===== config.mk =====
export PLATFORM = sky130hd
export DESIGN_NAME = rx_fifo_wm
export DESIGN_NICKNAME = d
export VERILOG_FILES = /design/src/rtl/rx_fifo_wm_pkg.sv /design/src/rtl/rx_fifo_store.sv /design/src/rtl/rx_fifo_req.sv /design/src/rtl/rx_fifo_stat.sv /design/src/rtl/rx_fifo_wm.sv
export SDC_FILE = /design/constraint.sdc
export NUM_CORES = 1
export LEC_CHECK = 0
export BUFFER_PORTS_ARGS = -buffer_cell sky130_fd_sc_hd__buf_2
export CAP_MARGIN = 20
export CORE_MARGIN = 2
export CORE_UTILIZATION = 40
export CTS_BUF_LIST = sky130_fd_sc_hd__clkbuf_16
export CTS_CLUSTER_SIZE = 12
export DETAILED_ROUTE_END_ITERATION = 16
export PLACE_DENSITY = 0.65
export SLEW_MARGIN = 0
export SYNTH_ARGS = -nofsm -noshare
export SYNTH_HDL_FRONTEND = slang
export SYNTH_HIERARCHICAL = 1
export SYNTH_SLANG_ARGS = --single-unit

===== constraint.sdc =====
create_clock -name clk -period 5.8 [get_ports clk]
set_input_delay 0.29 -clock clk [delete_from_list [all_inputs] [get_ports clk]]
set_output_delay 0.29 -clock clk [all_outputs]
set_load 0.03 [all_outputs]

===== src/rtl/rx_fifo_wm_pkg.sv =====
package rx_fifo_wm_pkg;

  typedef struct packed {
    logic [4:0] rsvd;
    logic       ovr;
    logic       req;
    logic       full;
  } rx_stat_t;

  // occupancy after one cycle of push/pop
  function automatic int unsigned fill_next(int unsigned cnt, logic push, logic pop);
    return cnt + (push ? 32'd1 : 32'd0) - (pop ? 32'd1 : 32'd0);
  endfunction

  // request condition: strictly above the watermark
  function automatic logic above_mark(int unsigned cnt, int unsigned mark);
    return cnt > mark;
  endfunction

  // circular pointer advance for any depth
  function automatic int unsigned ptr_wrap(int unsigned p, int unsigned depth);
    return (p + 32'd1 == depth) ? 32'd0 : p + 32'd1;
  endfunction

endpackage


===== src/rtl/rx_fifo_store.sv =====
module rx_fifo_store
  import rx_fifo_wm_pkg::*;
#(
  parameter int DATA_W = 32,
  parameter int DEPTH  = 16,
  parameter int AW     = $clog2(DEPTH),
  parameter int CW     = $clog2(DEPTH + 1)
) (
  input  logic              clk,
  input  logic              rst_n,
  input  logic              push_req,
  input  logic [DATA_W-1:0] wr_data,
  input  logic              pop_req,
  output logic [DATA_W-1:0] head_data,
  output logic [CW-1:0]     cnt,
  output logic              full_raw,
  output logic              push_ok,
  output logic              pop_ok,
  output logic              drop
);

  logic [DATA_W-1:0] mem [DEPTH];
  logic [AW-1:0]     wr_ptr, rd_ptr;
  logic [CW-1:0]     cnt_q;
  logic              empty;

  assign empty    = (cnt_q == '0);
  assign full_raw = (cnt_q == CW'(DEPTH));
  assign push_ok  = push_req && !full_raw;
  assign drop     = push_req && full_raw;
  assign pop_ok   = pop_req && !empty;
  assign cnt      = cnt_q;
  assign head_data = empty ? '0 : mem[rd_ptr];

  always_ff @(posedge clk or negedge rst_n) begin
    if (!rst_n) begin
      wr_ptr <= '0;
      rd_ptr <= '0;
      cnt_q  <= '0;
    end else begin
      if (push_ok) wr_ptr <= AW'(ptr_wrap(32'(wr_ptr), 32'(DEPTH)));
      if (pop_ok)  rd_ptr <= AW'(ptr_wrap(32'(rd_ptr), 32'(DEPTH)));
      cnt_q <= CW'(fill_next(32'(cnt_q), push_ok, pop_ok));
    end
  end

  always_ff @(posedge clk) begin
    if (push_ok) mem[wr_ptr] <= wr_data;
  end

  assert_level_bound_R1: assert property (@(posedge clk) disable iff (!rst_n)
    cnt_q <= CW'(DEPTH));

  assert_pushpop_level_R4: assert property (@(posedge clk) disable iff (!rst_n)
    (push_ok && pop_ok) |=> $stable(cnt_q));

  assert_empty_pop_R3: assert property (@(posedge clk) disable iff (!rst_n)
    (pop_req && empty && !push_req) |=> (cnt_q == '0));

  assert_no_overflow_R5: assert property (@(posedge clk) disable iff (!rst_n)
    (push_req && full_raw && !pop_req) |=> (cnt_q == CW'(DEPTH)));

endmodule


===== src/rtl/rx_fifo_req.sv =====
module rx_fifo_req
  import rx_fifo_wm_pkg::*;
#(
  parameter int CW   = 5,
  parameter int WM_W = 4
) (
  input  logic            clk,
  input  logic            rst_n,
  input  logic            rx_en,
  input  logic            dma_ack,
  input  logic [CW-1:0]   cnt,
  input  logic [WM_W-1:0] wm,
  output logic            req
);

  logic above;
  logic ack_clear;
  logic req_q;

  assign above     = above_mark(32'(cnt), 32'(wm));
  assign ack_clear = dma_ack || !rx_en;
  assign req       = req_q;

  always_ff @(posedge clk or negedge rst_n) begin
    if (!rst_n)         req_q <= 1'b0;
    else if (ack_clear) req_q <= 1'b0;
    else                req_q <= above;
  end

  assert_req_set_R6: assert property (@(posedge clk) disable iff (!rst_n)
    (rx_en && !dma_ack && above) |=> req_q);

  assert_req_clear_R7: assert property (@(posedge clk) disable iff (!rst_n)
    !above |=> !req_q);

  assert_ack_clears_R8: assert property (@(posedge clk) disable iff (!rst_n)
    dma_ack |=> !req_q);

  assert_req_off_R9: assert property (@(posedge clk) disable iff (!rst_n)
    !rx_en |=> !req_q);

endmodule


===== src/rtl/rx_fifo_stat.sv =====
module rx_fifo_stat
  import rx_fifo_wm_pkg::*;
(
  input  logic       clk,
  input  logic       rst_n,
  input  logic       rx_en,
  input  logic       full_raw,
  input  logic       req,
  input  logic       drop,
  input  logic       full_ie,
  input  logic       req_ie,
  output logic [7:0] status,
  output logic       irq
);

  rx_stat_t st;
  logic     ovr_q;
  logic     full_vis, req_vis;

  assign full_vis = rx_en && full_raw;
  assign req_vis  = rx_en && req;

  always_ff @(posedge clk or negedge rst_n) begin
    if (!rst_n)      ovr_q <= 1'b0;
    else if (!rx_en) ovr_q <= 1'b0;
    else if (drop)   ovr_q <= 1'b1;
  end

  always_comb begin
    st      = '0;
    st.full = full_vis;
    st.req  = req_vis;
    st.ovr  = rx_en && ovr_q;
  end

  assign status = st;
  assign irq    = (full_vis && full_ie) || (req_vis && req_ie);

  assert_ovr_sticky_R5: assert property (@(posedge clk) disable iff (!rst_n)
    (ovr_q && rx_en) |=> ovr_q);

  assert_quiet_off_R9: assert property (@(posedge clk) disable iff (!rst_n)
    !rx_en |-> (status == 8'h00 && !irq));

  assert_irq_source_R10: assert property (@(posedge clk) disable iff (!rst_n)
    irq |-> ((status[0] && full_ie) || (status[1] && req_ie)));

  assert_rsvd_zero_R11: assert property (@(posedge clk) disable iff (!rst_n)
    status[7:3] == 5'b0);

endmodule


===== src/rtl/rx_fifo_wm.sv =====
module rx_fifo_wm
  import rx_fifo_wm_pkg::*;
#(
  parameter int DATA_W = 32,
  parameter int DEPTH  = 16,
  parameter int WM_W   = 4,
  localparam int AW    = $clog2(DEPTH),
  localparam int CW    = $clog2(DEPTH + 1)
) (
  input  logic              clk,
  input  logic              rst_n,
  input  logic              rx_en,
  input  logic              in_valid,
  input  logic [DATA_W-1:0] in_data,
  input  logic              cpu_rd,
  input  logic              dma_ack,
  input  logic [WM_W-1:0]   wm,
  input  logic              full_ie,
  input  logic              req_ie,
  output logic [DATA_W-1:0] rd_data,
  output logic [CW-1:0]     fill_level,
  output logic [7:0]        status,
  output logic              irq
);

  logic push_req, pop_req;
  logic full_raw, push_ok, pop_ok, drop;
  logic req;

  assign push_req = in_valid && rx_en;
  assign pop_req  = cpu_rd || dma_ack;

  rx_fifo_store #(.DATA_W(DATA_W), .DEPTH(DEPTH), .AW(AW), .CW(CW)) u_store (
    .clk       (clk),
    .rst_n     (rst_n),
    .push_req  (push_req),
    .wr_data   (in_data),
    .pop_req   (pop_req),
    .head_data (rd_data),
    .cnt       (fill_level),
    .full_raw  (full_raw),
    .push_ok   (push_ok),
    .pop_ok    (pop_ok),
    .drop      (drop)
  );

  rx_fifo_req #(.CW(CW), .WM_W(WM_W)) u_req (
    .clk     (clk),
    .rst_n   (rst_n),
    .rx_en   (rx_en),
    .dma_ack (dma_ack),
    .cnt     (fill_level),
    .wm      (wm),
    .req     (req)
  );

  rx_fifo_stat u_stat (
    .clk      (clk),
    .rst_n    (rst_n),
    .rx_en    (rx_en),
    .full_raw (full_raw),
    .req      (req),
    .drop     (drop),
    .full_ie  (full_ie),
    .req_ie   (req_ie),
    .status   (status),
    .irq      (irq)
  );

  assert_push_gated_R9: assert property (@(posedge clk) disable iff (!rst_n)
    (!rx_en && !pop_ok) |=> $stable(fill_level));

  assert_single_pop_R3: assert property (@(posedge clk) disable iff (!rst_n)
    (cpu_rd && dma_ack && !push_ok && fill_level != '0)
      |=> (fill_level == $past(fill_level) - 1'b1));

endmodule


== Word level (Yosys, flattened, before mapping) ==
Memory sizes are Yosys's and may differ from the RTL's.
Cells that the tools add are included.

* Register bits after elaboration: 15
* Word-level logic and storage cells: 41
* Memories kept: 1
* Memory bits (writable): 512

* Equality and inequality tests: 4
* Mux-type cells: 10
* Add/sub/neg operators: 4
* Order comparisons: 1
* Reduce and logical (&&, ||, !) cells: 16

{| class="wikitable"
|+ Memory list
! memory !! words !! bits a word !! rd ports !! clocked after memory_dff !! wr ports !! line !! RTL
|-
| u_store.mem || 16 || 32 || 1 || 0 || 1 || rx_fifo_store.sv:22 || <nowiki>logic [DATA_W-1:0] mem [DEPTH];</nowiki>
|}

{| class="wikitable"
|+ Operators by type and width
! cell !! number
|-
| 32-bit 2-to-1 mux || 1
|-
| 5-bit equality test, second input constant || 3
|-
| 4-bit by 1-bit adder with 5-bit output, second input constant || 2
|-
| 1-bit logical AND || 9
|-
| 4-bit 2-to-1 mux || 2
|-
| 1-bit 2-to-1 mux || 7
|-
| 5-bit adder || 1
|-
| 5-bit by 4-bit greater-than comparator with 1-bit output || 1
|-
| 5-bit logical NOT || 1
|-
| 5-bit subtractor || 1
|-
| 1-bit logical NOT || 3
|-
| 1-bit logical OR || 3
|-
| 2-bit by 1-bit inequality test with 1-bit output, second input constant || 1
|}

== Longest topological paths before layout ==
* Depth after elaboration: 6
* Gate-level depth with buffers: 14
* Depth with buffers taken out: 13

== By module ==
Netlist, hierarchy kept.

{| class="wikitable"
|+ By module, submodules not included
! module !! cells an instance !! area each (µm²) !! times used
|-
| rx_fifo_store || 984 || 20280.7 || 1
|-
| rx_fifo_req || 17 || 138.9 || 1
|-
| rx_fifo_stat || 15 || 121.4 || 1
|-
| rx_fifo_wm || 2 || 12.5 || 1
|}

== Least setup slack after synthesis ==
Ideal clock, no wire load.

* Path type: reg-to-reg
* Start: register u_store.cnt_q[2], in the netlist u_store/cnt[2]
* End: memory u_store.mem[4][0], enable pin
* Cell stages (with the launch flop): 8
* Setup slack: 1.669 ns
* Library setup time: 0.461 ns
* Required time: 5.339 ns
* Data arrival time: 3.670 ns
* Period minus slack after synthesis: 4.131 ns
* Path through: dfrtp_1 > inv_1 > ha_1 > and4bb_2 > nor2b_1 > buf_2 > nand2_1 > nor3_1

* Cells in the longest elaborated chain, start to end: 5

{| class="wikitable"
|+ RTL lines
! element !! line !! RTL
|-
| start: declaration || rx_fifo_store.sv:24 || <nowiki>logic [CW-1:0] cnt_q;</nowiki>
|-
| start signal: assignment || rx_fifo_store.sv:43 || <nowiki>cnt_q <= CW'(fill_next(32'(cnt_q), push_ok, pop_ok));</nowiki>
|-
| 5-bit equality test || rx_fifo_store.sv:28 || <nowiki>assign full_raw = (cnt_q == CW'(DEPTH));</nowiki>
|-
| via full_raw || rx_fifo_wm.sv:27 || <nowiki>logic full_raw, push_ok, pop_ok, drop;</nowiki>
|-
| 1-bit logical NOT || rx_fifo_store.sv:29 || <nowiki>assign push_ok = push_req && !full_raw;</nowiki>
|-
| 1-bit logical AND || rx_fifo_store.sv:29 ||
|-
| via push_ok || rx_fifo_wm.sv:27 ||
|-
| 1-bit 2-to-1 mux || rx_fifo_store.sv:48 || <nowiki>if (push_ok) mem[wr_ptr] <= wr_data;</nowiki>
|-
| 1-bit 2-to-1 mux (not written as such) || rx_fifo_store.sv:48 ||
|-
| end: declaration || rx_fifo_store.sv:22 ||
|}

The timed path passes the listed nets, and every way through them passes these cells.

== Worst setup path in the final report ==
* Start: register u_store.rd_ptr[1]
* End: output rd_data[27]

* Cells in the longest elaborated chain, start to end: 2

{| class="wikitable"
|+ RTL lines
! element !! line !! RTL
|-
| start: declaration || rx_fifo_store.sv:23 || <nowiki>logic [AW-1:0] wr_ptr, rd_ptr;</nowiki>
|-
| start signal: assignment || rx_fifo_store.sv:42 || <nowiki>if (pop_ok) rd_ptr <= AW'(ptr_wrap(32'(rd_ptr), 32'(DEPTH)));</nowiki>
|-
| memory read 16 x 32 bit || - ||
|-
| 32-bit 2-to-1 mux || rx_fifo_store.sv:33 || <nowiki>assign head_data = empty ? '0 : mem[rd_ptr];</nowiki>
|-
| end: declaration || rx_fifo_wm.sv:20 || <nowiki>output logic [DATA_W-1:0] rd_data,</nowiki>
|}

No other way between the ends.

==> summary.md <==
| Metric | Value |
|---|---|
| Initial Util | 40.23% |
| GRT Overall Usage | 16.54% |
| Number of CTS-inserted buffers | 52 |
| Met2 wire len | 21440 um |
| Chip Width | 230.7 um |
| Sum of routed wire segments on met1 | 18380 um |
| Number of flip-flops and latches in the synthesized netlist | 527 |
| Total iterations of the first detailed-routing run | 5 |
| Worst EP required | 5510 ps |
| Kind of launch point of the worst setup path | register |
| Utilization of the core after routing | 45.76% |
| Post-CTS Setup Bufs | 0 |
| Total number of vias | 9937 |
| Hold crit path type | input pin to register |
| Clock period minus worst slack | 4169 ps |
| Post-CTS sizing | 0 |
| Post-synth EDFFs | 512 |
| Highest Clock Rate | 0.2399 GHz |
| Max layer used | met4 |
| Max-slew headroom | 23.24% |
| Via count of the first global-routing pass | 10.30k |
| Clock tree root driver cell | sky130_fd_sc_hd__clkbuf_16 |
| Avg WL per Cell | 23.65 um |
| Post-Place Setup Slack | 2262 ps |
| Final worst setup slack | 1631 ps |
| Post-route clock skew | 15.17 ps |
| Synth warn | 6 |
| Placed wire-length estimate after detailed placement | 24470 um |
| Number of distinct library cell variants in the gate-level netlist after synthesis | 41 |
| NumNets Final | 1182 |
| First-pass GRT wire length | 65320 um |
| Count of hold buffers inserted by post-cts repair | 3 |
| Starting DRT DRC Count | 935 |
| Final standard cell area without fillers | 23380 um^2 |
| Max-capacitance violation count | 0 |
| Floorplan Core Area | 51090 um^2 |
| Critical Path End Type | output port |
| Relative contribution of sequential cells to total power | 41.1% |
| Number of remaining DRC errors | 0 |
| Most area-hungry cell type in the Yosys netlist | sky130_fd_sc_hd__edfxtp_1 |
| RSZ-0062 raised after global routing | no |
| Net switching power | 3.755 mW |
| Least-Margin Pin Slew | 1149 ps |
| Number of sinks handled by clock tree synthesis | 527 |
| Slew Limit Fails | 0 |
| Final TNS setup | 0 ps |
| Proportion of netlist area held by the largest area contributor | 74.80% |
| Placed standard-cell area | 21870 um^2 |
| Pwr Total | 11.28 mW |
| Final RePlAce weighted congestion | 0.7234 |
| Die area | 53210 um^2 |
| Remaining Overflow, GRT | 0 |
| Port-buffer cells | 84 |
| Layout overhead on the synthesized area | 13.75% |
| Max clock buf depth | 3 |
| Sequential element share of the synthesized area | 76.63% |
| # setup viols final | 0 |
| Vias per Instance | 5.445 |
| Asr flop ratio synth | 2.846% |
| Clock Pin Slew Worst Setup and Hold Paths | 60 ps |
| H-Tree Level Count | 2 |
| Clock group share of total power | 26.3% |
| Worst skew pair latency | 590 ps |
| Number of top-level design ports | 90 |
| Netlist area before placement | 20550 um^2 |
| Chip height | 230.7 um |
| Mean instance size in the synthesized netlist | 20.19 um^2 |
| Most common flop cell mapped by yosys | sky130_fd_sc_hd__edfxtp_1 |
| Commonest non-fill, non-tap cell in the layout | sky130_fd_sc_hd__edfxtp_1 |
| Overall routed net length | 43160 um |
| Share of final-layout standard cells stronger than drive strength 1 | 22.47% |
| Number of antenna violations at the first check in global routing | 1 |
| Leading cell types in the layout, fill and taps excluded | sky130_fd_sc_hd__edfxtp_1 (512), sky130_fd_sc_hd__mux2i_1 (128), sky130_fd_sc_hd__buf_2 (84) |
| Post-route ant nets | 0 |
| Worst EP arrival | 3880 ps |
| Length of routed met3 wiring | 2480 um |
| Pin count of the biggest net entering global routing | 87 |
| Top post-synthesis cells by area | sky130_fd_sc_hd__edfxtp_1 (75%), sky130_fd_sc_hd__mux4_2 (7.0%), sky130_fd_sc_hd__mux2i_1 (6.2%) |
| Largest fanout on the critical path | 49 |
| Pwr Density | 482.6 nW/um^2 |
| Setup CP Type | register to output port |
| IR drop worst, VDD | 0.0002881 V |
| CTS tree | yes |
| Combinational fraction of design power | 32.6% |
| Leakage power total | 8.000 nW |
| Final hold violation count | 0 |
| Standard-cell rows | 83 |
| Switching share of power | 33.28% |
| Pint | 7.527 mW |
| Synth Instances | 1018 |
| Run status | finished, final reports clean |
| Final Cycle Share | 71.88% |
==> critical path, cell delays in order (launching register included) <==
cell and delay, ps:
sky130_fd_sc_hd__dfrtp_2 820, sky130_fd_sc_hd__buf_4 750, sky130_fd_sc_hd__nor2b_2 280, sky130_fd_sc_hd__buf_4 460, sky130_fd_sc_hd__a22oi_1 200, sky130_fd_sc_hd__and3_1 220, sky130_fd_sc_hd__a221o_1 310, sky130_fd_sc_hd__buf_2 200
==> layer usage <==
layer	vias to the layer above	global-route usage, %
li1	4363	-
met1	5200	22.34
met2	310	27.50
met3	64	3.051
met4	0	4.798
met5	-	0
==> state kept, by name, summed over array words and instances, names as in the netlist <==
name / cells
u_req/req: 1
u_store/rd_ptr: 4
u_store/cnt: 5
u_stat/ovr_q: 1
u_store/mem: 512
u_store/wr_ptr: 4
==> kinds of logic (layout without fill, tap and decap cells) <==
family	after synthesis	count (layout)	synth area share (%)
AOI/OAI and AO/OA	106	106	4.213
DFF	527	527	76.63
and+or+nand+nor	81	81	2.435
buffers and inverters	84	206	1.966
muxes	193	193	13.30
other	1	6	0.01825
adders and majority gates	16	16	1.011
xor gates and xnor gates	10	10	0.4262
==> metrics by stage <==
step	std cells	hold WS [ps]
floorplan	1022	-5.591
global placement	1738	231.3
detailed placement	1744	230.9
CTS	1823	46.42
global route	1825	74.59
finish	1825	77.35
==> layout make-up <==
class                           instances  area [um^2]
Antenna cell                            1        2.502
Clock buffer                           53         1326
Sequential cell                       527        15760
Clock inverter                         23        126.4
Timing Repair Buffer                  111        758.2
Multi-Input combinational cell        411         4489
Tap cell                              680        850.8
Fill cell                            4264        27710
Inverter                               19        71.32
==> cell usage after synthesis, drive strengths merged, types with 2 or more instances <==
cell	n
mux4	64
dfrtp	15
mux2i	128
o21ai	2
and2	15
xnor2	7
xor2	3
nand4	3
nor2b	7
a22oi	65
nand2	5
and3	33
ha	15
a21oi	3
a221o	32
buf	41
nor3	4
edfxtp	512
inv	19
clkbuf	24
nor2	7
==> worst paths after layout <==
kind | from | end | slack (ps) | cells after the start
setup / recovery | u_store/rd_ptr[1]$_DFFE_PN0P_ | rd_data[27] | 1630 | 7
hold / removal | in_data[4] | u_store/mem[13][4]$_DFFE_PP_ | 80 | 1
setup reg to reg | u_store/cnt[2]$_DFF_PN0_ | u_store/mem[3][11]$_DFFE_PP_ | 2540 | 6
hold reg to reg | u_stat/ovr_q$_DFFE_PN0P_ | u_stat/ovr_q$_DFFE_PN0P_ | 480 | 1
max in group asynchronous | rst_n | u_store/rd_ptr[0]$_DFFE_PN0P_ | 5340 | 2
min in group asynchronous | rst_n | u_store/cnt[4]$_DFF_PN0_ | 160 | 2
==> power by group through the flow <==
stage / combinational [mW] / sequential [mW] / clock, mW
finish: 3.67 / 4.64 / 2.97
global route: 3.93 / 4.67 / 3.17
CTS: 3.73 / 4.64 / 3.04
detailed placement: 3.72 / 4.72 / 0
global placement: 3.68 / 4.71 / 0
floorplan: 2.72 / 4.60 / 0
Note: power is estimated with default switching activity, not from simulation.
